File: config.mk
export PLATFORM = sky130hd
export DESIGN_NAME = cpu_ack_if
export DESIGN_NICKNAME = d
export VERILOG_FILES = /design/src/rtl/cpuif_pkg.sv /design/src/rtl/cpuif_prio_stack.sv /design/src/rtl/cpuif_irq_fsm.sv /design/src/rtl/cpu_ack_if.sv
export SDC_FILE = /design/constraint.sdc
export NUM_CORES = 1
export LEC_CHECK = 0
export BUFFER_PORTS_ARGS = -buffer_cell sky130_fd_sc_hd__buf_2
export CAP_MARGIN = 0
export CORE_MARGIN = 2
export CORE_UTILIZATION = 45
export CTS_BUF_LIST = sky130_fd_sc_hd__clkbuf_4 sky130_fd_sc_hd__clkbuf_8
export CTS_CLUSTER_SIZE = 10
export DETAILED_ROUTE_END_ITERATION = 16
export HOLD_SLACK_MARGIN = 0.12
export PLACE_DENSITY = 0.67
export SLEW_MARGIN = 10
export SYNTH_ARGS = -nofsm -noshare
export SYNTH_HDL_FRONTEND = slang
export SYNTH_SLANG_ARGS = --single-unit
File: constraint.sdc
create_clock -name clk -period 8.8 [get_ports clk]
set_clock_uncertainty 0.2 [all_clocks]
set_input_delay 2.64 -clock clk [delete_from_list [all_inputs] [get_ports clk]]
set_output_delay 2.64 -clock clk [all_outputs]
set_load 0.02 [all_outputs]
File: src/rtl/cpuif_pkg.sv
package cpuif_pkg;

    typedef enum logic [1:0] {
        REG_CTRL  = 2'd0,
        REG_PMASK = 2'd1,
        REG_ACK   = 2'd2,
        REG_EOI   = 2'd3
    } reg_sel_e;

    typedef enum logic [1:0] {
        ST_OFF    = 2'd0,
        ST_IDLE   = 2'd1,
        ST_ASSERT = 2'd2
    } irq_state_e;

    localparam int unsigned SPURIOUS_ID = 1023;

endpackage

File: src/rtl/cpuif_prio_stack.sv
module cpuif_prio_stack #(
    parameter int DEPTH  = 4,
    parameter int ID_W   = 10,
    parameter int PRIO_W = 8,
    parameter int CNT_W  = $clog2(DEPTH + 1)
) (
    input  logic              clk,
    input  logic              rst_n,
    input  logic              push_i,
    input  logic              pop_i,
    input  logic [ID_W-1:0]   id_i,
    input  logic [PRIO_W-1:0] prio_i,
    output logic [ID_W-1:0]   top_id_o,
    output logic [PRIO_W-1:0] top_prio_o,
    output logic              empty_o,
    output logic              full_o,
    output logic [CNT_W-1:0]  count_o
);

    logic [CNT_W-1:0]  count_q;
    logic [ID_W-1:0]   ent_id   [DEPTH];
    logic [PRIO_W-1:0] ent_prio [DEPTH];
    logic              do_pop;
    logic              do_push;
    logic [CNT_W-1:0]  wr_idx;

    assign empty_o = (count_q == '0);
    assign full_o  = (count_q == CNT_W'(DEPTH));
    assign count_o = count_q;
    assign do_pop  = pop_i && !empty_o;
    assign do_push = push_i && (!full_o || do_pop);
    // A simultaneous retire and acknowledge replaces the top entry.
    assign wr_idx  = do_pop ? count_q - 1'b1 : count_q;

    always_ff @(posedge clk or negedge rst_n) begin
        if (!rst_n) begin
            count_q <= '0;
            for (int i = 0; i < DEPTH; i++) begin
                ent_id[i]   <= '0;
                ent_prio[i] <= '0;
            end
        end else begin
            for (int i = 0; i < DEPTH; i++) begin
                if (do_push && wr_idx == CNT_W'(i)) begin
                    ent_id[i]   <= id_i;
                    ent_prio[i] <= prio_i;
                end
            end
            count_q <= count_q + CNT_W'(do_push) - CNT_W'(do_pop);
        end
    end

    always_comb begin
        top_id_o   = '0;
        top_prio_o = '0;
        for (int i = 0; i < DEPTH; i++) begin
            if (count_q == CNT_W'(i + 1)) begin
                top_id_o   = ent_id[i];
                top_prio_o = ent_prio[i];
            end
        end
    end

endmodule

File: src/rtl/cpuif_irq_fsm.sv
module cpuif_irq_fsm
    import cpuif_pkg::*;
(
    input  logic clk,
    input  logic rst_n,
    input  logic enable_i,
    input  logic qualify_i,
    output logic irq_o
);

    irq_state_e state_q;
    irq_state_e state_d;

    always_ff @(posedge clk or negedge rst_n) begin
        if (!rst_n) state_q <= ST_OFF;
        else        state_q <= state_d;
    end

    always_comb begin
        unique case (state_q)
            ST_OFF: begin
                if (!enable_i)      state_d = ST_OFF;
                else if (qualify_i) state_d = ST_ASSERT;
                else                state_d = ST_IDLE;
            end
            ST_IDLE: begin
                if (!enable_i)      state_d = ST_OFF;
                else if (qualify_i) state_d = ST_ASSERT;
                else                state_d = ST_IDLE;
            end
            ST_ASSERT: begin
                if (!enable_i)      state_d = ST_OFF;
                else if (qualify_i) state_d = ST_ASSERT;
                else                state_d = ST_IDLE;
            end
            default:                state_d = ST_OFF;
        endcase
    end

    always_comb begin
        irq_o = (state_q == ST_ASSERT);
    end

endmodule

File: src/rtl/cpu_ack_if.sv
module cpu_ack_if
    import cpuif_pkg::*;
#(
    parameter int DEPTH  = 4,
    parameter int ID_W   = 10,
    parameter int PRIO_W = 8,
    parameter int DATA_W = 32
) (
    input  logic              clk,
    input  logic              rst_n,
    input  logic              cand_valid_i,
    input  logic [ID_W-1:0]   cand_id_i,
    input  logic [PRIO_W-1:0] cand_prio_i,
    input  logic              rd_en_i,
    input  logic              wr_en_i,
    input  logic [1:0]        addr_i,
    input  logic [DATA_W-1:0] wdata_i,
    output logic [DATA_W-1:0] rdata_o,
    output logic              irq_o,
    output logic              ack_o,
    output logic [ID_W-1:0]   ack_id_o,
    output logic              eoi_o,
    output logic [ID_W-1:0]   eoi_id_o
);

    localparam int CNT_W = $clog2(DEPTH + 1);

    logic              ctrl_en_q;
    logic [PRIO_W-1:0] pmask_q;
    logic [ID_W-1:0]   top_id;
    logic [PRIO_W-1:0] top_prio;
    logic              stk_empty;
    logic              stk_full;
    logic [CNT_W-1:0]  stk_count;
    logic [PRIO_W:0]   running;
    logic              qualify;
    logic              ack_rd;
    logic              eoi_wr;
    logic              push;
    logic              pop;

    // Idle running priority sits above every representable value.
    assign running = stk_empty ? {1'b1, {PRIO_W{1'b0}}} : {1'b0, top_prio};
    assign qualify = ctrl_en_q && cand_valid_i && !stk_full
                   && (cand_prio_i < pmask_q)
                   && ({1'b0, cand_prio_i} < running);
    assign ack_rd  = rd_en_i && (addr_i == REG_ACK);
    assign eoi_wr  = wr_en_i && (addr_i == REG_EOI);
    assign push    = ack_rd && qualify;
    assign pop     = eoi_wr && !stk_empty && (wdata_i[ID_W-1:0] == top_id);

    cpuif_prio_stack #(
        .DEPTH (DEPTH),
        .ID_W  (ID_W),
        .PRIO_W(PRIO_W),
        .CNT_W (CNT_W)
    ) u_stack (
        .clk       (clk),
        .rst_n     (rst_n),
        .push_i    (push),
        .pop_i     (pop),
        .id_i      (cand_id_i),
        .prio_i    (cand_prio_i),
        .top_id_o  (top_id),
        .top_prio_o(top_prio),
        .empty_o   (stk_empty),
        .full_o    (stk_full),
        .count_o   (stk_count)
    );

    cpuif_irq_fsm u_fsm (
        .clk      (clk),
        .rst_n    (rst_n),
        .enable_i (ctrl_en_q),
        .qualify_i(qualify),
        .irq_o    (irq_o)
    );

    always_ff @(posedge clk or negedge rst_n) begin
        if (!rst_n) begin
            ctrl_en_q <= 1'b0;
            pmask_q   <= '0;
        end else if (wr_en_i) begin
            if (addr_i == REG_CTRL)  ctrl_en_q <= wdata_i[0];
            if (addr_i == REG_PMASK) pmask_q   <= wdata_i[PRIO_W-1:0];
        end
    end

    always_ff @(posedge clk or negedge rst_n) begin
        if (!rst_n) begin
            rdata_o  <= '0;
            ack_o    <= 1'b0;
            ack_id_o <= '0;
            eoi_o    <= 1'b0;
            eoi_id_o <= '0;
        end else begin
            ack_o <= push;
            eoi_o <= pop;
            if (push) ack_id_o <= cand_id_i;
            if (pop)  eoi_id_o <= top_id;
            if (rd_en_i) begin
                unique case (addr_i)
                    REG_CTRL:  rdata_o <= DATA_W'(ctrl_en_q);
                    REG_PMASK: rdata_o <= DATA_W'(pmask_q);
                    REG_ACK:   rdata_o <= qualify ? DATA_W'(cand_id_i)
                                                  : DATA_W'(SPURIOUS_ID);
                    REG_EOI:   rdata_o <= '0;
                    default:   rdata_o <= '0;
                endcase
            end
        end
    end

endmodule

==> flow_summary.yaml, run 1 <==
pwr:
  leakage_nw: 3.36
  power_density_mw_per_mm2: 237
  vdd.ir_drop.worst_uv: 110
floorplanning:
  initial_utilization_pct: 45.7
  rows: 42
  die_w_um: 119
  ios: 112
  die_area_mm2: 0.0143
  core_mm2: 0.0131
  die_h_um: 119
clock_network:
  ctsHoldBuffers: 0
  post_cts.repair.setup_buffers: 0
  clk_latency_ns: 0.44
  cts_resized: 0
  cts.path.max_buffers: 2
  cts.sinks: 118
  clk_pin_slew_ns: 0.07
  h-tree-depth: 4
  cts_tree: "built"
  cts_root_buffer: "clkbuf_8"
  numCtsBuffers: 17
logic_synthesis:
  yosys_warnings: 0
  synthMuxAreaShare_pct: 19.3
  syn-mean-instance-area_um2: 12.0
  ys_seq_area_share_pct: 49.2
  synthDistinctLibCells: 54
  syn_inst: 501
  synth_top_family_by_area: "multiplexers"
  synth-async-reset-ratio_pct: 100
  ys_seq_elements: 118
  synthXorXnorAreaFrac_pct: 0.876
  synthSimpleGateAreaFrac_pct: 7.94
  yosys_most_used_dff: "dfrtp_1"
  synth_edf_count: 0
  netlist_area_mm2: 0.00600
  synthAdderAreaFrac_pct: 4.50
  synth_compound_area_share_pct: 11.1
cells_and_area:
  area_growth_pct: 13.4
  mostFrequentLayoutCell: "dfrtp_1"
  layout_common_cells: "118 x dfrtp_1, 86 x mux2_2, 66 x buf_2, 35 x nand2_1, 27 x inv_1"
  antennaDiodeCount: 0
  drive_gt1_share_pct: 36.2
  stdcell_count: 754
  finalNetCount: 643
placement:
  io_buffers: 67
  placed_cells: 722
  dp_hpwl_mm: 9.35
  gp_congestion: 0.812
  place_ws_ns: 2.61
grt:
  grt_pass1_vias: 4113
  grt_overflow: 0
  grt_antenna_before_repair: 0
  grt_pass1_wl_mm: 22.1
  grt_max_degree: 82
  gr-usage-all-layers_pct: 20.3
timing:
  setup_viol: 0
  finalHoldViolations: 0
  fmax_mhz: 174
  fin_crit_sh_pct: 65.3
  worst_pin_slew_ns: 1.11
  setup_ws_ns: 3.05
  finalCriticalPeriod_ns: 5.75
  totalNegativeSetupSlack_ns: 0
  grt_setup_unrepaired: "false"
  drv_slew: 0
  relSlewSlack_pct: 25.9
  hold_ws_ns: 0.303
detailed_routing:
  dr_total_vias: 4070
  drt_iter0_drc: 343
  drtPass1Iterations: 4
  drc: 0
  postRouteAntennaNets: 0
  routed_wl_mm: 13.5
  via_per_inst: 5.40
  wl_per_cell_um: 17.9
setup_path:
  critPathArrivalTime_ns: 5.87
  critPathRequiredTime_ns: 8.92
  crit_fanout: 18
  cp-start-kind: "input port"
  cp-end-kind: "flop"
  path_class: "in2reg"
run_status:
  status: "complete, no violations"
run:
  cap_violations: 0
worst_hold_path:
  hold_path.class: "reg2reg"
[final timing paths]
check / startpoint / end / slack, ns / cells after the start
min in group asynchronous: rst_n / u_stack.ent_prio[26] / 1.97 / 1
hold reg to reg: eoi_id_o[6] / eoi_id_o[6] / 0.30 / 1
max in group asynchronous: rst_n / rdata_o[4] / 5.06 / 2
setup / recovery: wdata_i[5] / u_stack.ent_id[13] / 3.05 / 11
setup reg to reg: u_stack.count_o[1] / u_stack.ent_id[13] / 3.46 / 12
hold / removal: eoi_id_o[6] / eoi_id_o[6] / 0.30 / 1
[sequential cells by signal, summed over array words and instances (netlist names)]
register          cells
u_stack.count_o       3
pmask_q               8
ack_id_o             10
ack_o                 1
u_fsm.state_q         2
ctrl_en_q             1
eoi_id_o             10
eoi_o                 1
u_stack.ent_prio     32
u_stack.ent_id       40
rdata_o              10
[report_power, final]
group / switching, mW / leakage [nW] / internal [mW]
combinational: 0.253 / 1.54 / 0.142
sequential: 0.0526 / 1.58 / 0.592
clock: 0.218 / 0.238 / 0.352
[layer usage]
metal  global-route usage (%)  routed length, um  vias to the layer above
li1                         -                  -                     1882
met1                     27.8               6220                     2056
met2                     31.9               6320                      116
met3                     4.85                739                       16
met4                     6.54                192                        0
met5                        0                  0                        -
[cell usage after synthesis (all sizes together), types with 3 or more instances]
master / number / area, um^2
a21oi: 10 / 50.1
nand3: 5 / 25.0
nor2b: 6 / 37.5
o211ai: 3 / 22.5
inv: 27 / 101
nor3: 5 / 58.8
nor2: 19 / 71.3
o2111ai: 3 / 26.3
xnor2: 6 / 52.6
nand2: 35 / 131
mux2: 97 / 1130
a21o: 5 / 38.8
mux2i: 3 / 30.0
ha: 20 / 250
buf: 33 / 260
a31oi: 8 / 50.1
nand2b: 3 / 18.8
o21ai: 23 / 115
clkbuf: 13 / 58.8
a22oi: 15 / 113
dfrtp: 118 / 2950
a221oi: 14 / 129
[critical path, stage by stage]
cell and delay, ns:
buf_2 0.12, nand2b_1 0.11, o2111ai_1 0.12, a21o_1 0.23, a2111oi_0 0.36, and4_1 0.29, and4b_1 0.22, ha_1 0.31
inv_1 0.17, or3_1 0.87, mux2_2 0.42
[area by class of cell]
cell class	instances	area (um^2)
fill	1186	6330
sequential	118	2950
multi-input combinational	331	2710
timing repair buffer	70	360
clock buffer	20	263
tap	176	220
clock inverter	12	200
inverter	27	101
[through the flow]
stage	total power [mW]	util, %	cell area, um^2
floorplan	0.932	-	6080
global placement	1.03	48.3	6340
detailed placement	1.05	48.3	6340
CTS	1.62	51.8	6810
global route	1.69	51.8	6810
finish	1.61	51.8	6810
[cells by family after synthesis]
group           count (synthesis)
simple gates                   88
mux                           100
compound gates                 94
buf+inv                        73
fa+ha+maj                      21
xor+xnor                        6
other cells                     1
flops                         118
(Power assumes the default switching activity.)
==> run 2, diff against run 1 <==
==> constraint.sdc (replaced) <==
create_clock -name clk -period 5.99 [get_ports clk]
set_clock_uncertainty 0.2 [all_clocks]
set_input_delay 1.797 -clock clk [delete_from_list [all_inputs] [get_ports clk]]
set_output_delay 1.797 -clock clk [all_outputs]
set_load 0.02 [all_outputs]
==> run 2 against run 1 <==
  * Clock power up 26%
  * Critical path depth rose by 3
  * Worst setup slack worse by 1.8 ns
  * Sequential power rose by 47%
  * Critical endpoint is now u_stack.ent_prio[12]
==> flow_summary.yaml, run 2 (same netlist as run 1, synthesis figures left out) <==
pwr:
  p_clk_share_pct: 31.7
  power_density_mw_per_mm2: 331
  sw_frac_of_total_pct: 34.2
  power_frac_seq_pct: 41.8
  p_int_mw: 1.49
  p_sw_mw: 0.775
  vdd.ir_drop.worst_uv: 181
  p_comb_share_pct: 26.5
  leakage_nw: 3.40
  power_mw: 2.27
floorplanning:
  core_mm2: 0.0131
  die_h_um: 119
  die_w_um: 119
  ios: 112
  rows: 42
  initial_utilization_pct: 45.7
  die_area_mm2: 0.0143
setup_path:
  path_class: "reg2reg"
  critPathArrivalTime_ns: 4.88
  cp_slowest_stage_delay_ns: 0.59
  cp-start-kind: "flop"
  path_cells: "inv_1 -> ha_1 -> nor2b_1 -> buf_4 -> a221oi_1 -> nor4_1 -> a2111oi_0 -> and4_1 -> and4b_1 -> ha_1 -> inv_1 -> or3_1 -> buf_12 -> mux2_4"
  crit_fanout: 16
  critical_path_buf_inv_count: 4
  slowest_stage: "dfrtp_1"
  rrSetupSlack_ns: 1.22
  critical-path-top-delay-family: "simple AND/OR/NAND/NOR gates"
  cp-end-kind: "flop"
  critPathRequiredTime_ns: 6.11
cells_and_area:
  antennaDiodeCount: 0
  finalNetCount: 655
  drive_gt1_share_pct: 37.5
  mostFrequentLayoutCell: "dfrtp_1"
  area_growth_pct: 14.0
  largest_register: "u_stack.ent_id"
  largest_reg_flops: 40
  layout_common_cells: "118 x dfrtp_1, 86 x mux2_2, 66 x buf_2, 35 x nand2_1, 27 x inv_1"
  top_regs: "u_stack.ent_id (40), u_stack.ent_prio (32)"
  stdcell_count: 766
timing:
  worst_pin_slew_ns: 0.913
  hold_ws_ns: 0.296
  finalHoldViolations: 0
  fmax_mhz: 210
  relSlewSlack_pct: 39.2
  finalCriticalPeriod_ns: 4.77
  setup_viol: 0
  fin_crit_sh_pct: 79.6
  grt_setup_unrepaired: "false"
  totalNegativeSetupSlack_ns: 0
  drv_slew: 0
run:
  cap_violations: 0
worst_hold_path:
  hold_path.class: "reg2reg"
detailed_routing:
  drtPass1Iterations: 4
  drc: 0
  dr_total_vias: 4078
  wl_per_cell_um: 17.9
  drt_iter0_drc: 260
  routed_wl_mm: 13.7
  via_per_inst: 5.32
  postRouteAntennaNets: 0
run_status:
  status: "complete, no violations"
placement:
  gp_congestion: 0.832
  io_buffers: 67
  placed_cells: 734
  dp_hpwl_mm: 9.57
clock_network:
  h-tree-depth: 4
  ctsHoldBuffers: 0
  cts.path.max_buffers: 2
  post_cts.repair.setup_buffers: 0
  cts_root_buffer: "clkbuf_8"
  clk_pin_slew_ns: 0.07
  clk_latency_ns: 0.44
  cts_resized: 0
  cts_tree: "built"
  numCtsBuffers: 17
  cts.sinks: 118
grt:
  grt_pass1_vias: 4051
  grt_pass1_wl_mm: 21.9
  grt_antenna_before_repair: 0
  grt_max_degree: 67
  gr-usage-all-layers_pct: 20.2
  grt_overflow: 0
run 2: cell count changes in the layout (fill, tap and decap cells not counted):
cell	delta
buf_12	+1
clkbuf_4	-1
clkinvlp_4	+1
buf_4	+11
clkbuf_8	+1
clkinv_2	+2
bufinv_16	-3
run 2: path summary, 6_finish.rpt:
kind,end,startpoint,depth (start not counted)
max,u_stack.ent_prio[12],u_stack.count_o[1],14
min,u_stack.ent_id[37],u_stack.ent_id[37],1
max reg2reg,u_stack.ent_prio[12],u_stack.count_o[1],14
min reg2reg,u_stack.ent_id[37],u_stack.ent_id[37],1
max in group asynchronous,eoi_id_o[8],rst_n,2
min in group asynchronous,u_stack.ent_prio[1],rst_n,1
run 2: power by group through the flow:
stage	registers, mW	logic [mW]	clock network [mW]
6_report	0.948	0.601	0.719
3_3_place_gp	0.957	0.580	0
3_5_place_dp	0.961	0.597	0
5_1_grt	0.958	0.663	0.772
4_1_cts	0.946	0.600	0.736
2_1_floorplan	0.958	0.410	0
run 2: final cells by class:
cell class / instances / area [um^2]
clock buffer: 20 / 269
clock inverter: 12 / 128
fill: 1185 / 6300
inverter: 27 / 101
multi-input combinational: 331 / 2710
sequential: 118 / 2950
tap: 176 / 220
timing repair buffer: 82 / 463
run 2: routing by layer:
metal / vias up / wire, um / GRT usage, %
met3: 18 / 778 / 5.13
li1: 1913 / - / -
met5: - / 0 / 0
met2: 132 / 6300 / 31.0
met1: 2015 / 6400 / 28.2
met4: 0 / 191 / 6.47
run 2: stage by stage:
step / util [%] / setup WS (ns) / cell area [um^2]
after floorplan: - / 1.48 / 6080
after global placement: 49.1 / 1.03 / 6440
after detailed placement: 49.1 / 0.950 / 6440
after CTS: 52.1 / 1.28 / 6840
after global routing: 52.1 / 0.976 / 6840
final: 52.1 / 1.22 / 6840
==> run 3, diff against run 2 <==
==> constraint.sdc (replaced) <==
create_clock -name clk -period 4.5 [get_ports clk]
set_clock_uncertainty 0.2 [all_clocks]
set_input_delay 1.35 -clock clk [delete_from_list [all_inputs] [get_ports clk]]
set_output_delay 1.35 -clock clk [all_outputs]
set_load 0.02 [all_outputs]
==> run 3 against run 2 <==
  * Die area stayed put
  * Routed wire length up 0.72%
  * Critical path depth down 1
  * Register-to-register slack got worse by 0.97 ns
  * Total power up 36%
  * Worst setup slack worse by 0.97 ns
  * Fmax rose by 12%
  * Core utilization rose by 0.60 points
  * Final cell count increased by 0.39%
  * Critical path type unchanged
  * Highest routed layer unchanged
==> flow_summary.yaml, run 3 (same netlist as run 1, synthesis figures left out) <==
run_status:
  status: "complete, no violations"
pwr:
  sw_frac_of_total_pct: 33.2
  power_frac_seq_pct: 40.7
  p_int_mw: 2.05
  p_sw_mw: 1.02
  p_clk_share_pct: 31.9
  power_density_mw_per_mm2: 444
  leakage_nw: 3.42
  vdd.ir_drop.worst_uv: 256
  p_comb_share_pct: 27.5
cells_and_area:
  top_regs: "u_stack.ent_id (40), u_stack.ent_prio (32)"
  antennaDiodeCount: 0
  stdcell_area_mm2: 0.00692
  utilization_pct: 52.7
  largest_reg_flops: 40
  fill_cells: 1174
  stdcell_count: 769
  layout_common_cells: "117 x dfrtp_1, 86 x mux2_2, 66 x buf_2, 35 x nand2_1, 26 x inv_1"
  mostFrequentLayoutCell: "dfrtp_1"
  area_growth_pct: 15.3
  drive_gt1_share_pct: 39.0
  finalNetCount: 660
  largest_register: "u_stack.ent_id"
setup_path:
  path_class: "reg2reg"
  slowest_stage: "dfrtp_2"
  critPathRequiredTime_ns: 4.61
  crit_fanout: 15
  path_cells: "buf_4 -> ha_2 -> buf_4 -> a21oi_1 -> a221oi_1 -> a21oi_1 -> a221oi_1 -> and4b_1 -> ha_1 -> inv_1 -> or3_1 -> buf_4 -> mux2_4"
  cp-endpoint: "u_stack.ent_prio[11]"
  r2r-end: "u_stack.ent_prio[11]"
  cp_slowest_stage_delay_ns: 0.46
  worstSetupStartpoint: "u_stack.count_o[1]"
  rr_startpoint: "u_stack.count_o[1]"
  cp-start-kind: "flop"
  cp-end-kind: "flop"
  critPathArrivalTime_ns: 4.36
  crit_path_frequent_cell: "buf_4"
  rrSetupSlack_ns: 0.26
  r2r_cells: 13
grt:
  gr-usage-all-layers_pct: 20.2
  grt_antenna_before_repair: 0
  grt_pass1_wl_mm: 22.1
  grt_pass1_vias: 4074
  grt_max_degree: 66
  grt_overflow: 0
worst_hold_path:
  hold_depth: 1
  hold_path.class: "reg2reg"
timing:
  relSlewSlack_pct: 45.6
  setup_viol: 0
  finalCriticalPeriod_ns: 4.24
  totalNegativeSetupSlack_ns: 0
  drv_slew: 0
  fin_crit_sh_pct: 94.3
  hold_ws_ns: 0.291
  grt_setup_unrepaired: "false"
  finalHoldViolations: 0
  fmax_mhz: 236
  worst_pin_slew_ns: 0.816
clock_network:
  clk_pin_slew_ns: 0.07
  cts_root_buffer: "clkbuf_8"
  cts_tree: "built"
  numCtsBuffers: 17
  h-tree-depth: 4
  cts.sinks: 118
  clk_latency_ns: 0.44
  cts.path.max_buffers: 2
detailed_routing:
  routed_wl_mm: 13.8
  via_per_inst: 5.32
  drt_iter0_drc: 297
  drtPass1Iterations: 6
  wl_per_cell_um: 17.9
  drc: 0
  dr_total_vias: 4094
  postRouteAntennaNets: 0
placement:
  io_buffers: 67
  gp_congestion: 0.812
  postPlaceCellArea_mm2: 0.00649
  placed_cells: 738
  dp_hpwl_mm: 9.94
floorplanning:
  die_area_mm2: 0.0143
  initial_utilization_pct: 45.7
  rows: 42
  die_h_um: 119
  die_w_um: 119
  core_mm2: 0.0131
  ios: 112
run:
  cap_violations: 0
-- run 3: changes by cell type in the layout (fill, tap and decap cells not counted), moves of 2 or more --
cell / previous run / this run
clkinv_4: 3 / 0
a221oi_1: 13 / 11
a221oi_2: 1 / 3
buf_4: 15 / 19
-- run 3: cell type report --
type,instances,area (um^2),area share [%]
multi-input cells,331,2730,39.5
inverters,27,101,1.46
clock inverters,10,130,1.88
clock buffers,20,269,3.89
flip-flops and latches,118,2950,42.7
well taps,176,220,3.18
repair buffers,87,513,7.41
-- run 3: layer usage --
layer	vias to the layer above	GRT usage, %	share of wire, %
li1	1911	-	-
met1	2065	28.4	47
met2	102	31.5	47
met3	16	3.85	4.0
met4	0	6.91	1.8
met5	-	0	0
-- run 3: worst min path at each step --
| stage | from | endpoint | slack [ns] |
|---|---|---|---|
| after floorplan | u_stack.ent_id[37] | u_stack.ent_id[37] | 0.26 |
| after global placement | u_stack.ent_id[37] | u_stack.ent_id[37] | 0.27 |
| after detailed placement | u_stack.ent_id[37] | u_stack.ent_id[37] | 0.28 |
| after CTS | u_stack.ent_id[37] | u_stack.ent_id[37] | 0.29 |
| after global routing | u_stack.ent_id[37] | u_stack.ent_id[37] | 0.30 |
| final | u_stack.ent_id[37] | u_stack.ent_id[37] | 0.29 |
-- run 3: what timing repair did --
action | CTS | global route
hold endpoints to repair | 0 | 0
gates resized for setup | 0 | 8
setup endpoints to repair | 0 | 84
setup buffers | 0 | 1
hold buffers | 0 | 0
-- run 3: worst max-delay path, delay by kind of cell, from the launching register on --
family / cells / cell delay, ns
adders and majority gates: 2 / 0.64
buffers and inverters: 4 / 0.75
muxes: 1 / 0.31
and+or+nand+nor: 2 / 0.71
DFF: 1 / 0.46
AOI/OAI and AO/OA: 4 / 1.04
-- run 3: power by group through the flow --
stage | registers (mW) | clock network [mW] | logic (mW)
4_1_cts | 1.24 | 1.00 | 0.836
3_3_place_gp | 1.26 | 0 | 0.811
5_1_grt | 1.26 | 1.05 | 0.928
6_report | 1.25 | 0.981 | 0.844
2_1_floorplan | 1.28 | 0 | 0.546
3_5_place_dp | 1.26 | 0 | 0.831
-- run 3: metrics by stage --
stage	total power, mW	setup WS (ns)
after detailed placement	2.09	0.0662
after global routing	3.24	0.00700
final	3.08	0.255
after floorplan	1.82	0.101
after global placement	2.07	0.162
after CTS	3.08	0.0240
